[config.mk]
export PLATFORM = sky130hd
export DESIGN_NAME = nvm_status_guard
export DESIGN_NICKNAME = d
export VERILOG_FILES = /design/src/rtl/nvm_sr_pkg.sv /design/src/rtl/nvm_bp_decode.sv /design/src/rtl/nvm_wr_gate.sv /design/src/rtl/nvm_status_guard.sv
export SDC_FILE = /design/constraint.sdc
export NUM_CORES = 1
export LEC_CHECK = 0
export BUFFER_PORTS_ARGS = -buffer_cell sky130_fd_sc_hd__buf_2
export CORE_UTILIZATION = 34
export CTS_CLUSTER_DIAMETER = 150
export DETAILED_ROUTE_END_ITERATION = 6
export HOLD_SLACK_MARGIN = 0.06
export PLACE_DENSITY = 0.77
export SYNTH_ARGS = -nofsm -noshare
export SYNTH_HDL_FRONTEND = slang
export SYNTH_SLANG_ARGS = --single-unit
[constraint.sdc]
create_clock -name clk -period 1.35 [get_ports clk]
set_input_delay 0.135 -clock clk [delete_from_list [all_inputs] [get_ports clk]]
set_output_delay 0.135 -clock clk [all_outputs]
set_load 0.01 [all_outputs]
[src/rtl/nvm_sr_pkg.sv]
package nvm_sr_pkg;

    localparam int unsigned SR_W = 8;

    // status byte bit positions (read-back layout)
    localparam int unsigned B_PEN  = 7;
    localparam int unsigned B_ISEL = 6;
    localparam int unsigned B_PAD  = 5;
    localparam int unsigned B_ILCK = 4;
    localparam int unsigned B_BPH  = 3;
    localparam int unsigned B_BPL  = 2;
    localparam int unsigned B_WEL  = 1;
    localparam int unsigned B_RDY  = 0;

    typedef enum logic [1:0] {
        PROT_NONE    = 2'b00,
        PROT_QUARTER = 2'b01,
        PROT_HALF    = 2'b10,
        PROT_ALL     = 2'b11
    } prot_sel_e;

    typedef struct packed {
        logic      pen;     // protect-enable for the pin
        logic      isel;    // identification page select
        logic      ilck;    // identification page lock
        prot_sel_e bp;      // block-protect field
        logic      wel;     // write-enable latch
        logic      pend;    // accepted write awaiting completion
        logic      busy_q;  // busy sampled last cycle
    } sr_state_t;

    localparam sr_state_t SR_RESET = '{
        pen: 1'b0, isel: 1'b0, ilck: 1'b0, bp: PROT_NONE,
        wel: 1'b0, pend: 1'b0, busy_q: 1'b0
    };

endpackage

[src/rtl/nvm_bp_decode.sv]
module nvm_bp_decode
    import nvm_sr_pkg::*;
#(
    parameter int unsigned ADDR_W = 15
) (
    input  prot_sel_e         bp_i,
    input  logic [ADDR_W-1:0] addr_i,
    output logic              hit_o
);

    localparam int unsigned MSB = ADDR_W - 1;
    localparam int unsigned NSB = ADDR_W - 2;

    // upper quarter: two top bits set; upper half: top bit set
    logic in_top_quarter;
    logic in_top_half;

    assign in_top_quarter = addr_i[MSB] & addr_i[NSB];
    assign in_top_half    = addr_i[MSB];

    always_comb begin
        unique case (bp_i)
            PROT_NONE:    hit_o = 1'b0;
            PROT_QUARTER: hit_o = in_top_quarter;
            PROT_HALF:    hit_o = in_top_half;
            PROT_ALL:     hit_o = 1'b1;
            default:      hit_o = 1'b1;
        endcase
    end

endmodule

[src/rtl/nvm_wr_gate.sv]
module nvm_wr_gate (
    input  logic wel_i,
    input  logic pen_i,
    input  logic isel_i,
    input  logic ilck_i,
    input  logic range_hit_i,
    input  logic wp_pin_i,
    input  logic busy_i,
    output logic stat_ok_o,
    output logic arr_ok_o
);

    logic hw_lock;
    logic armed;
    logic target_open;

    assign hw_lock     = pen_i & ~wp_pin_i;
    assign armed       = wel_i & ~busy_i;
    // identification page answers only to its lock; main array to the range
    assign target_open = isel_i ? ~ilck_i : ~range_hit_i;

    assign stat_ok_o = armed & ~hw_lock;
    assign arr_ok_o  = armed & target_open;

endmodule

[src/rtl/nvm_status_guard.sv]
module nvm_status_guard
    import nvm_sr_pkg::*;
#(
    parameter int unsigned ADDR_W = 15
) (
    input  logic              clk,
    input  logic              rst_n,
    input  logic              cmd_wren_i,
    input  logic              cmd_wrdi_i,
    input  logic              cmd_stat_wr_i,
    input  logic              cmd_arr_wr_i,
    input  logic [SR_W-1:0]   wdata_i,
    input  logic [ADDR_W-1:0] addr_i,
    input  logic              wp_pin_i,
    input  logic              busy_i,
    input  logic              arr_done_i,
    output logic [SR_W-1:0]   status_o,
    output logic              stat_wr_ok_o,
    output logic              arr_wr_ok_o,
    output logic              id_sel_o
);

    sr_state_t st_d, st_q;
    logic      range_hit;
    logic      stat_ok;
    logic      arr_ok;
    logic      cycle_end;
    logic      pair_req;

    nvm_bp_decode #(.ADDR_W(ADDR_W)) i_decode (
        .bp_i   (st_q.bp),
        .addr_i (addr_i),
        .hit_o  (range_hit)
    );

    nvm_wr_gate i_gate (
        .wel_i       (st_q.wel),
        .pen_i       (st_q.pen),
        .isel_i      (st_q.isel),
        .ilck_i      (st_q.ilck),
        .range_hit_i (range_hit),
        .wp_pin_i    (wp_pin_i),
        .busy_i      (busy_i),
        .stat_ok_o   (stat_ok),
        .arr_ok_o    (arr_ok)
    );

    assign cycle_end = st_q.busy_q & ~busy_i;
    assign pair_req  = wdata_i[B_ISEL] & wdata_i[B_ILCK];

    always_comb begin
        st_d        = st_q;
        st_d.busy_q = busy_i;

        // completion of an accepted write drops the latch
        if (cycle_end && st_q.pend) begin
            st_d.wel  = 1'b0;
            st_d.pend = 1'b0;
        end

        if (arr_done_i) begin
            st_d.isel = 1'b0;
        end

        if (!busy_i) begin
            if (cmd_wren_i) begin
                st_d.wel = 1'b1;
            end
            if (cmd_wrdi_i) begin
                st_d.wel = 1'b0;
            end
            if (cmd_stat_wr_i && stat_ok) begin
                st_d.pen  = wdata_i[B_PEN];
                st_d.bp   = prot_sel_e'(wdata_i[B_BPH:B_BPL]);
                st_d.pend = 1'b1;
                if (!pair_req) begin
                    st_d.isel = wdata_i[B_ISEL];
                    st_d.ilck = st_q.ilck | wdata_i[B_ILCK];
                end
            end
            if (cmd_arr_wr_i && arr_ok) begin
                st_d.pend = 1'b1;
            end
        end
    end

    always_ff @(posedge clk or negedge rst_n) begin
        if (!rst_n) begin
            st_q <= SR_RESET;
        end else begin
            st_q <= st_d;
        end
    end

    always_comb begin
        status_o         = '0;
        status_o[B_PEN]  = st_q.pen;
        status_o[B_ISEL] = st_q.isel;
        status_o[B_PAD]  = 1'b0;
        status_o[B_ILCK] = st_q.ilck;
        status_o[B_BPH]  = st_q.bp[1];
        status_o[B_BPL]  = st_q.bp[0];
        status_o[B_WEL]  = st_q.wel;
        status_o[B_RDY]  = busy_i;
    end

    assign stat_wr_ok_o = stat_ok;
    assign arr_wr_ok_o  = arr_ok;
    assign id_sel_o     = st_q.isel;

endmodule

# Word level (Yosys, flattened, before mapping)
# Index checks and enable logic that the tools add are counted.
[op_classes]
addsub = 0
mul = 0
div = 0
order_cmp = 0
n_eq_ne = 3
n_shift = 0
n_mux = 11
n_bitwise = 14
n_reduce_logical = 6
[op_table]
columns = ["cell", "n"]
rows = [
  ["1-bit bitwise AND", 7],
  ["1-bit two-way mux", 6],
  ["6-bit two-way mux", 1],
  ["1-bit inverter", 6],
  ["2-bit == test (second input constant)", 2],
  ["2-bit two-way mux", 2],
  ["4-bit two-way mux", 1],
  ["1-bit one-hot mux with 4 select lines", 1],
  ["1-bit logical AND", 3],
  ["3-bit AND reduction", 1],
  ["2-bit by 1-bit == test with 1-bit output (second input constant)", 1],
  ["2-bit logical NOT", 1],
  ["2-bit AND reduction", 1],
  ["1-bit bitwise OR", 1],
]
[totals]
register_bits = 8
latchBits = 0
ramBits = 0
mem_bits_ro = 0
input_bits = 32
elab_cells = 41
mem_count = 0

# Depth between registers and ports, before layout
# Gate-level depths: netlist (run 1).
[logic_depth]
word_depth = 8
mapped_depth = 3
mapped_depth_nobuf = 3

# By module
# A second synthesis (run 1) with hierarchy kept.
[hier_totals]
hier_cells = 42
hier_area_um2 = 475.5
[modules_own_cells]
columns = ["mod", "instances", "cells_each", "area_per_inst_um2"]
rows = [
  ["nvm_status_guard", 1, 34, 427.9],
  ["nvm_wr_gate", 1, 5, 33.8],
  ["nvm_bp_decode", 1, 3, 13.8],
]

# Worst setup path before layout (run 1)
# No wires, ideal clock.
[synth_timing]
path_kind = "register to register"
startpoint = "reg st_q (netlist bit status_o[1])"
endpoint = "reg st_q (netlist bit status_o[2])"
setup_ns = 0.125
t_arrival_ns = 0.966
required_time_ns = 1.225
path_slack_ns = 0.259
stages_incl_launch_ff = 4
path_cell_list = "dfrtp_1 > nor2b_4 > nand3_4 > mux2_4"
[synth_between]
elab_chain_len = 4
[synth_rtl]
columns = ["element", "line_no", "text"]
rows = [
  ["start: declaration", "nvm_status_guard.sv:23", "sr_state_t st_d, st_q;"],
  ["start signal: assignment", "nvm_status_guard.sv:91", "st_q <= st_d;"],
  ["1-bit bitwise AND", "nvm_wr_gate.sv:18", "assign armed = wel_i & ~busy_i;"],
  ["1-bit bitwise AND", "nvm_wr_gate.sv:22", "assign stat_ok_o = armed & ~hw_lock;"],
  ["1-bit logical AND", "nvm_status_guard.sv:72", "if (cmd_stat_wr_i && stat_ok) begin"],
  ["2-bit AND reduction (no line)", "n/a", ""],
]
# Every way passes these cells.
# A chain may end at the register's enable or synchronous reset.

# Worst setup path in the final report (run 1)
[layout_timing]
startpoint = "reg st_q (netlist bit status_o[1])"
endpoint = "out arr_wr_ok_o"
[layout_between]
elab_chain_len = 2
[layout_rtl]
columns = ["element", "line_no", "text"]
rows = [
  ["1-bit bitwise AND", "nvm_wr_gate.sv:18", ""],
  ["1-bit bitwise AND", "nvm_wr_gate.sv:23", "assign arr_ok_o = armed & target_open;"],
  ["end: declaration", "nvm_status_guard.sv:19", "output logic arr_wr_ok_o,"],
]
# Every way passes these cells.

==> results.ini, run 1 <==
[floorplanning]
io_pins = 43
coreArea_sq_mm = 0.00119
initial_core_util = 0.389
row_count = 12
die_x_um = 38.9
die_area_sq_mm = 0.00151
die_h_um = 38.9

[route]
wl_um = 939
drc = 0
firstDrtPassIters = 2
vias_per_cell = 4.81
avgRoutedWirePerCell_um = 11.7
final_antenna_net_count = 0
dr_total_vias = 385
drtIter0Drc = 2

[synth]
yosys.area.top_type = dfrtp_1
synth_cell_types = 19
synth_nets = 76
avgSynthCellArea_sq_um = 10.5
yosysWarnings = 0
yosysSeqAreaShare = 0.434
yosysTopAreaCellShare = 0.434
netlist_area_sq_um = 462
netlist_top_cells_area = dfrtp_1 (43%), buf_4 (13%), mux2_4 (9.8%)
synthCells = 44
ys_seq_elements = 8

[clock_tree]
clk_latency_ns = 0.25
cts_buffers = 3
cts.sinks = 8
cts_tree = yes
cts_root_buf = clkbuf_4
h-tree-depth = 1
cts_buffer_depth = 2
clk_pin_slew_ns = 0.05

[pwr]
power_density_mw_per_mm2 = 1420
vdd_drop_max_mv = 0.634
p_leak_nw = 0.311
total_power_mw = 0.832

[setup_path]
worstReg2RegEnd = status_o[2]$_DFFE_PN0P_
reg2reg_slack_ns = 0.18
cp-start-kind = flop
setup.worst_path.start = status_o[1]$_DFF_PN0_
endpoint = arr_wr_ok_o
cp.required_ns = 1.22
critical_path_class = reg2out
worstRegToRegCells = 3
r2r_start = status_o[1]$_DFF_PN0_
cp-end-kind = output pin
worst_ep_arrival_time_ns = 1.18
worstPathMaxFanout = 5

[layout]
antennaDiodeCount = 0
nets = 100
areaGrowthSynthToFinish_pct = 26.6
final_common_cell = buf_2
layout_common_cells = buf_2 (25), dfrtp_1 (8), nand2_1 (4)
fillers = 118
drive_gt1_frac = 0.515

[timing]
slew_violations = 0
finalHoldViolations = 0
fmax_mhz = 763
finalSetupViolCount = 0
fin_crit_sh = 0.971
skew_ns = 0.000412
period_needed_ns = 1.31
fin_tns_setup_ns = 0
rsz0062_at_grt = true

[placement]
gp_congestion = 0.683
portBuffers = 25
dpl.hpwl_um = 749

[global_route]
grt_max_degree = 9
antenna_found_initial = 0
grt_first_pass_wirelength_mm = 1.48
track_usage = 0.150
grt_pass1_vias = 379
grt_overflow = 0

[job]
maxCapViolCount = 0

[status]
status = completed

[min_path]
hp-class = in2reg

==> critical path, cell delays in order (launching register included) <==
cell and delay (ns):
dfrtp_1 0.38, nor2b_4 0.23, nand2_1 0.07, nor2_1 0.10, buf_2 0.14
==> kinds of logic after synthesis <==
group / after synthesis / share of synthesized area
AND/OR/NAND/NOR: 14 / 0.203
buffers and inverters: 10 / 0.146
AO/OA/AOI/OAI: 8 / 0.111
flip-flops: 8 / 0.434
multiplexers: 3 / 0.0976
other: 1 / 0.00812
==> state kept, by name (all words and copies together) (netlist names) <==
register / count
id_sel_o: 1
status_o: 5
st_q: 2
==> Yosys cell counts <==
master and count:
buf_4 8, o211ai_1 1, nor2b_4 1, nand2_1 4, nor2_1 1, a2bb2oi_1 1, nand3_4 1, inv_1 2
and2_1 1, conb_1 1, mux2_4 3, nand3_1 2, dfrtp_1 8, nand4b_1 1, nand2b_1 2, a41o_1 1
nor2b_1 1, a21oi_1 2, o21ai_0 3
==> metrics by stage <==
stage	instance area [sq um]	hold slack [ns]	setup WS, ns	util	std cells
6_report	584	0.0765	0.0390	0.493	80
5_1_grt	584	0.0685	-0.0379	0.493	80
4_1_cts	577	0.0722	0.0158	0.486	79
3_5_place_dp	544	-0.0111	0.188	0.459	75
3_3_place_gp	544	-0.0177	0.202	0.459	75
2_1_floorplan	462	-0.161	0.259	-	44
==> layer usage <==
metal  routed length [um]  vias to the layer above  global-route usage
li1                     -                      185                   -
met1                  346                      179               0.163
met2                  518                       18               0.254
met3                   55                        3              0.0347
met4                   18                        0               0.103
met5                    0                        -                   0
==> final cells by class <==
type / instances / area [sq um] / area share
Clock buffer: 3 / 22.5 / 0.0385
Multi-Input combinational cell: 26 / 194 / 0.332
Sequential cell: 8 / 200 / 0.343
Timing Repair Buffer: 27 / 143 / 0.244
Inverter: 2 / 7.51 / 0.0128
Tap cell: 14 / 17.5 / 0.0300
==> worst min-delay path by stage <==
stage	to	startpoint	slack, ns	cells past startpoint
after CTS	st_q[0]$_DFF_PN0_	busy_i	0.07	1
after global placement	status_o[3]$_DFFE_PN0P_	rst_n	-0.02	1
after global routing	st_q[0]$_DFF_PN0_	busy_i	0.07	1
after floorplan	id_sel_o$_DFF_PN0_	rst_n	-0.16	0
final	st_q[0]$_DFF_PN0_	busy_i	0.08	1
after detailed placement	status_o[2]$_DFFE_PN0P_	rst_n	-0.01	1
==> what timing repair did <==
| action | in CTS | in global routing |
|---|---|---|
| buffers inserted | 0 | 1 |
| gates resized for setup | 0 | 1 |
| hold endpoints to repair | 8 | 0 |
| hold buffers | 1 | 0 |
| setup endpoints to repair | 0 | 2 |
==> power by group <==
| part | internal [mW] | total [mW] | switching (mW) | leakage (nW) |
|---|---|---|---|---|
| registers | 0.306 | 0.358 | 0.0522 | 0.0963 |
| clock network | 0.102 | 0.184 | 0.0826 | 0.0138 |
| logic | 0.157 | 0.290 | 0.132 | 0.201 |
| total | 0.565 | 0.832 | 0.267 | 0.311 |
No activity file was read; power rests on OpenSTA's default activity.
==> inputs of run 2 (changes only) <==
--- a/config.mk
+++ b/config.mk
@@ -5,12 +5,14 @@
 export SDC_FILE = /design/constraint.sdc
 export NUM_CORES = 1
 export LEC_CHECK = 0
-export BUFFER_PORTS_ARGS = -buffer_cell sky130_fd_sc_hd__buf_2
-export CORE_UTILIZATION = 34
+export CORE_AREA = 2 2 39 41
 export CTS_CLUSTER_DIAMETER = 150
 export DETAILED_ROUTE_END_ITERATION = 6
+export DIE_AREA = 0 0 41 43
+export DONT_BUFFER_PORTS = 1
 export HOLD_SLACK_MARGIN = 0.06
-export PLACE_DENSITY = 0.77
+export PLACE_DENSITY = 0.52
 export SYNTH_ARGS = -nofsm -noshare
 export SYNTH_HDL_FRONTEND = slang
+export SYNTH_HIERARCHICAL = 1
 export SYNTH_SLANG_ARGS = --single-unit
==> run 2 against run 1 <==
Effect of this change: the flow now finishes with violations (negative setup slack); die area increased by 17%; area after synthesis rose by 3.0%; count of clock-buffer cells in the layout unchanged; worst hold slack gained 0.0074 ns; combinational power up 14%; synthesized cell count decreased by 4.5%; flip-flop and latch count unchanged; clock skew about the same; critical path type unchanged; highest routed layer is now met3.
==> results.ini, run 2 <==
[status]
status = finished with violations
violations = negative setup slack

[setup_path]
cp-start-kind = flop
crit_cells = 5
r2r_start = status_o[2]$_DFFE_PN0P_
reg2reg_slack_ns = -0.05
cp_slowest_cell = dfrtp_1
worst_ep_arrival_time_ns = 1.41
worstPathMaxFanout = 4
crit_family = compound AO/OA/AOI/OAI gates
cp-end-kind = output pin
path_cells = o21ai_1, nand2_1, nor2b_4, a211oi_2, buf_4
worstReg2RegEnd = st_q[1]$_DFF_PN0_
worst_path_largest_cell_delay_ns = 0.40
setup.worst_path.start = status_o[2]$_DFFE_PN0P_
worstRegToRegCells = 7
critical_path_class = reg2out
endpoint = arr_wr_ok_o
cp.required_ns = 1.22
crit_buf_inv = 1

[clock_tree]
clk_latency_ns = 0.24
cts_tree = yes
cts.sinks = 8
cts_root_buf = clkbuf_4
cts_buffer_depth = 2
h-tree-depth = 1
cts_buffers = 3
clk_pin_slew_ns = 0.05

[synth]
ys_async_sr_fraction = 1.00
netlist_top_cells_area = dfrtp_1 (42%), buf_4 (13%), mux2_4 (9.5%)
synthFlopType = dfrtp_1
netlist_area_sq_um = 475
ys_seq_elements = 8
synth_nets = 74
yosysWarnings = 6
yosysTopAreaCellShare = 0.421
synthCells = 42
yosys.area.top_type = dfrtp_1
yosysSeqAreaShare = 0.421
synth-edff-count = 0
synth_common_cells = buf_4 (8), dfrtp_1 (8), mux2_4 (3), nor2b_1 (3)
synth_cell_types = 21
avgSynthCellArea_sq_um = 11.3

[route]
vias_per_cell = 4.81
dr_total_vias = 337
wl_um = 926
drc = 0
final_antenna_net_count = 0
avgRoutedWirePerCell_um = 13.2
firstDrtPassIters = 2
drtIter0Drc = 1

[global_route]
track_usage = 0.124
grt_overflow = 0
grt_max_degree = 9
grt_pass1_vias = 335
grt_first_pass_wirelength_mm = 1.45
antenna_found_initial = 0

[layout]
nets = 88
drive_gt1_frac = 0.444
areaGrowthSynthToFinish_pct = 29.2
layout_common_cells = buf_4 (10), dfrtp_1 (8), dlygate4sd3_1 (7)
layout.cells.non_filler = 70
final_common_cell = buf_4
antennaDiodeCount = 0
largest_reg_flops = 5

[floorplanning]
die_x_um = 41
die_area_sq_mm = 0.00176
io_pins = 43
row_count = 14
initial_core_util = 0.344
coreArea_sq_mm = 0.00138
die_h_um = 43

[timing]
fin_tns_setup_ns = -0.250
fin_hold_ws_ns = 0.0839
slew_violations = 0
finalHoldViolations = 0
setup_ws_ns = -0.197
fin_crit_sh = 1.15
rsz0062_at_grt = true
skew_ns = 0.0000861
period_needed_ns = 1.55
fmax_mhz = 647
finalSetupViolCount = 2

[pwr]
p_leak_nw = 0.299
vdd_drop_max_mv = 0.820
total_power_mw = 0.858
power_density_mw_per_mm2 = 1400

[min_path]
hold_path_depth = 2
hp-class = in2reg

[placement]
dpl.cell_count = 58
portBuffers = 0
gp_congestion = 0.740
dpl.hpwl_um = 697

[job]
maxCapViolCount = 0

[run 2: cell types whose count changed after synthesis, sizes merged, moves of 2 or more]
| cell | previous run | this run |
|---|---|---|
| o21ai | 3 | 1 |
| nand3b | 0 | 2 |
| nand3 | 3 | 1 |
| nand2 | 4 | 2 |
[run 2: cell families after synthesis]
group	Yosys count	share of synthesized area
AND/OR/NAND/NOR	13	0.211
buffers and inverters	10	0.142
multiplexers	3	0.0947
other	1	0.00789
flip-flops	8	0.421
AO/OA/AOI/OAI	7	0.124
[run 2: per-stage QoR]
step	instance area [sq um]	util	worst slack, ns
floorplan	479	-	0.0869
global placement	499	0.361	0.130
detailed placement	499	0.361	0.104
CTS	592	0.428	-0.171
global route	614	0.444	-0.295
finish	614	0.444	-0.197
[run 2: report_power, final]
group | switching [mW] | internal (mW)
combinational | 0.123 | 0.208
sequential | 0.0542 | 0.303
clock | 0.0679 | 0.101
[run 2: routing by layer]
| metal | global-route usage | part of all wire | wire length [um] |
|---|---|---|---|
| met1 | 0.161 | 0.37 | 345 |
| met2 | 0.184 | 0.54 | 497 |
| met3 | 0.0628 | 0.090 | 83 |
| met4 | 0.0200 | 0 | 0 |
| met5 | 0 | 0 | 0 |
[run 2: layout make-up]
cell class	count	area (sq um)
fill	144	769
sequential	8	200
inverter	2	7.51
timing repair buffer	17	145
tap	16	20.0
multi-input combinational	24	219
clock buffer	3	22.5
[run 2: how the worst min path moves through the flow]
| stage | slack, ns | startpoint | endpoint |
|---|---|---|---|
| 5_1_grt | 0.08 | wdata_i[6] | status_o[4]$_DFFE_PN0P_ |
| 2_1_floorplan | -0.16 | rst_n | id_sel_o$_DFF_PN0_ |
| 6_report | 0.08 | wdata_i[6] | status_o[4]$_DFFE_PN0P_ |
| 3_5_place_dp | -0.16 | rst_n | status_o[4]$_DFFE_PN0P_ |
| 4_1_cts | 0.07 | wdata_i[6] | status_o[4]$_DFFE_PN0P_ |
| 3_3_place_gp | -0.16 | rst_n | status_o[4]$_DFFE_PN0P_ |
[run 2: repair_timing]
item	4_1_cts	5_1_grt
buffers inserted	0	2
endpoints found under the hold margin	15	0
setup endpoints to repair	1	2
pin swaps	0	3
gates resized for setup	0	2
hold buffers	7	0
==> inputs of run 3 (changes only) <==
--- a/config.mk
+++ b/config.mk
@@ -10,6 +10,7 @@
 export DETAILED_ROUTE_END_ITERATION = 6
 export DIE_AREA = 0 0 41 43
 export DONT_BUFFER_PORTS = 1
+export GPL_TIMING_DRIVEN = 0
 export HOLD_SLACK_MARGIN = 0.06
 export PLACE_DENSITY = 0.52
 export SYNTH_ARGS = -nofsm -noshare
==> run 3 against run 2 <==
Effect of this change: the run still ends with negative setup slack left; critical endpoint unchanged; clock power grew 7%; largest cell class unchanged; fmax rose by 14%; first-iteration DRC count grew to 6.0 times the previous value; worst hold slack better by 0.013 ns; sequential power rose by 5%; flip-flop and latch count unchanged; routed wire length grew 3.6%; critical path type unchanged; critical path depth decreased by 1; power increased by 4.6%; register-to-register slack better by 0.11 ns; worst setup slack better by 0.19 ns.
==> results.ini, run 3 (same netlist as run 2, synthesis figures left out) <==
[placement]
pre_cts_ws_ns = -0.0555
dpl.cell_count = 58
portBuffers = 0
gp_congestion = 0.701
dpl.hpwl_um = 711

[timing]
slew_violations = 0
finalHoldViolations = 0
rsz0062_at_grt = true
setup_ws_ns = -0.00283
fmax_mhz = 739
fin_crit_sh = 1.00
period_needed_ns = 1.35
skew_ns = 0.00218
fin_hold_ws_ns = 0.0974
finalSetupViolCount = 1

[clock_tree]
clk_latency_ns = 0.25
cts_buffers = 3
clk_pin_slew_ns = 0.05
cts_root_buf = clkbuf_4
cts_tree = yes
cts_buffer_depth = 2
cts.sinks = 8
h-tree-depth = 1

[layout]
nets = 89
layout_common_cells = buf_4 (9), dlygate4sd3_1 (9), dfrtp_1 (7)
largest_reg_flops = 5
drive_gt1_frac = 0.455
layout.cells.non_filler = 71
fillers = 135
areaGrowthSynthToFinish_pct = 36.8
antennaDiodeCount = 0

[pwr]
power_density_mw_per_mm2 = 1380
vdd_drop_max_mv = 0.815
p_leak_nw = 0.310
total_power_mw = 0.898

[job]
maxCapViolCount = 0

[route]
vias_per_cell = 4.83
dr_total_vias = 343
wl_um = 959
firstDrtPassIters = 4
avgRoutedWirePerCell_um = 13.5
drc = 0
drtIter0Drc = 6
final_antenna_net_count = 0

[floorplanning]
die_x_um = 41
die_area_sq_mm = 0.00176
row_count = 14
initial_core_util = 0.344
die_h_um = 43
io_pins = 43
coreArea_sq_mm = 0.00138

[global_route]
gr-usage-met3 = 0.0576
antenna_found_initial = 0
grt_overflow = 0
use_met2 = 0.191
gr-usage-met1 = 0.169
grt_first_pass_wirelength_mm = 1.54
grt_max_degree = 9
track_usage = 0.127
grt-busiest-layer = met2
grt_pass1_vias = 363

[status]
violations = negative setup slack
status = finished with violations

[setup_path]
cp-end-kind = output pin
worstPathMaxFanout = 4
critical_path_class = reg2out
reg2reg_slack_ns = 0.06
cp-start-kind = flop
cp.required_ns = 1.22
worst_ep_arrival_time_ns = 1.22

[min_path]
hp-class = in2reg

## run 3: repair_timing
| action | CTS | global route |
|---|---|---|
| endpoints found under the hold margin | 15 | 2 |
| pin swaps | 3 | 2 |
| buffers inserted | 1 | 0 |
| hold buffers | 7 | 2 |
| resized for setup | 5 | 1 |
| setup endpoints to repair | 5 | 5 |
## run 3: layer usage
| layer | up-vias | part of all wire |
|---|---|---|
| met5 | - | 0 |
| met4 | 0 | 0 |
| met3 | 0 | 0.11 |
| met2 | 21 | 0.50 |
| met1 | 161 | 0.39 |
| li1 | 161 | - |
## run 3: final cells by class
cell class	instances	area (sq um)	area share
repair buffers	10	97.6	0.150
inverters	2	7.51	0.0115
multi-input cells	24	241	0.371
flip-flops and latches	8	201	0.310
plain buffers	8	60.1	0.0923
well taps	16	20.0	0.0308
clock buffers	3	22.5	0.0346
## run 3: report_power, final
| part | switching, mW | total (mW) | internal, mW |
|---|---|---|---|
| Sequential | 0.0693 | 0.374 | 0.304 |
| Clock | 0.0783 | 0.180 | 0.102 |
| Combinational | 0.128 | 0.344 | 0.216 |
## run 3: worst max-delay path, cell delays in order (launching register included)
cell      delay [ns]
dfrtp_1         0.40
o21ai_1         0.13
nand2_1         0.07
nor2b_4         0.13
a211oi_4        0.25
## run 3: stage by stage
step	instance area [sq um]	setup TNS, ns	utilization
after global routing	651	-0.145	0.470
after CTS	629	-0.0625	0.455
after global placement	499	-0.0862	0.361
after detailed placement	499	-0.156	0.361
after floorplan	479	0	-
final	651	-0.00283	0.470
## run 3: worst paths after layout
path / end / depth (start not counted) / from
worst min-delay path: st_q[1]$_DFF_PN0_ / 2 / busy_i
worst min register to register: status_o[3]$_DFFE_PN0P_ / 1 / status_o[3]$_DFFE_PN0P_
max in group asynchronous: status_o[1]$_DFF_PN0_ / 1 / rst_n
worst max-delay path: arr_wr_ok_o / 4 / status_o[2]$_DFFE_PN0P_
min in group asynchronous: status_o[4]$_DFFE_PN0P_ / 1 / rst_n
worst max register to register: status_o[3]$_DFFE_PN0P_ / 4 / status_o[1]$_DFF_PN0_
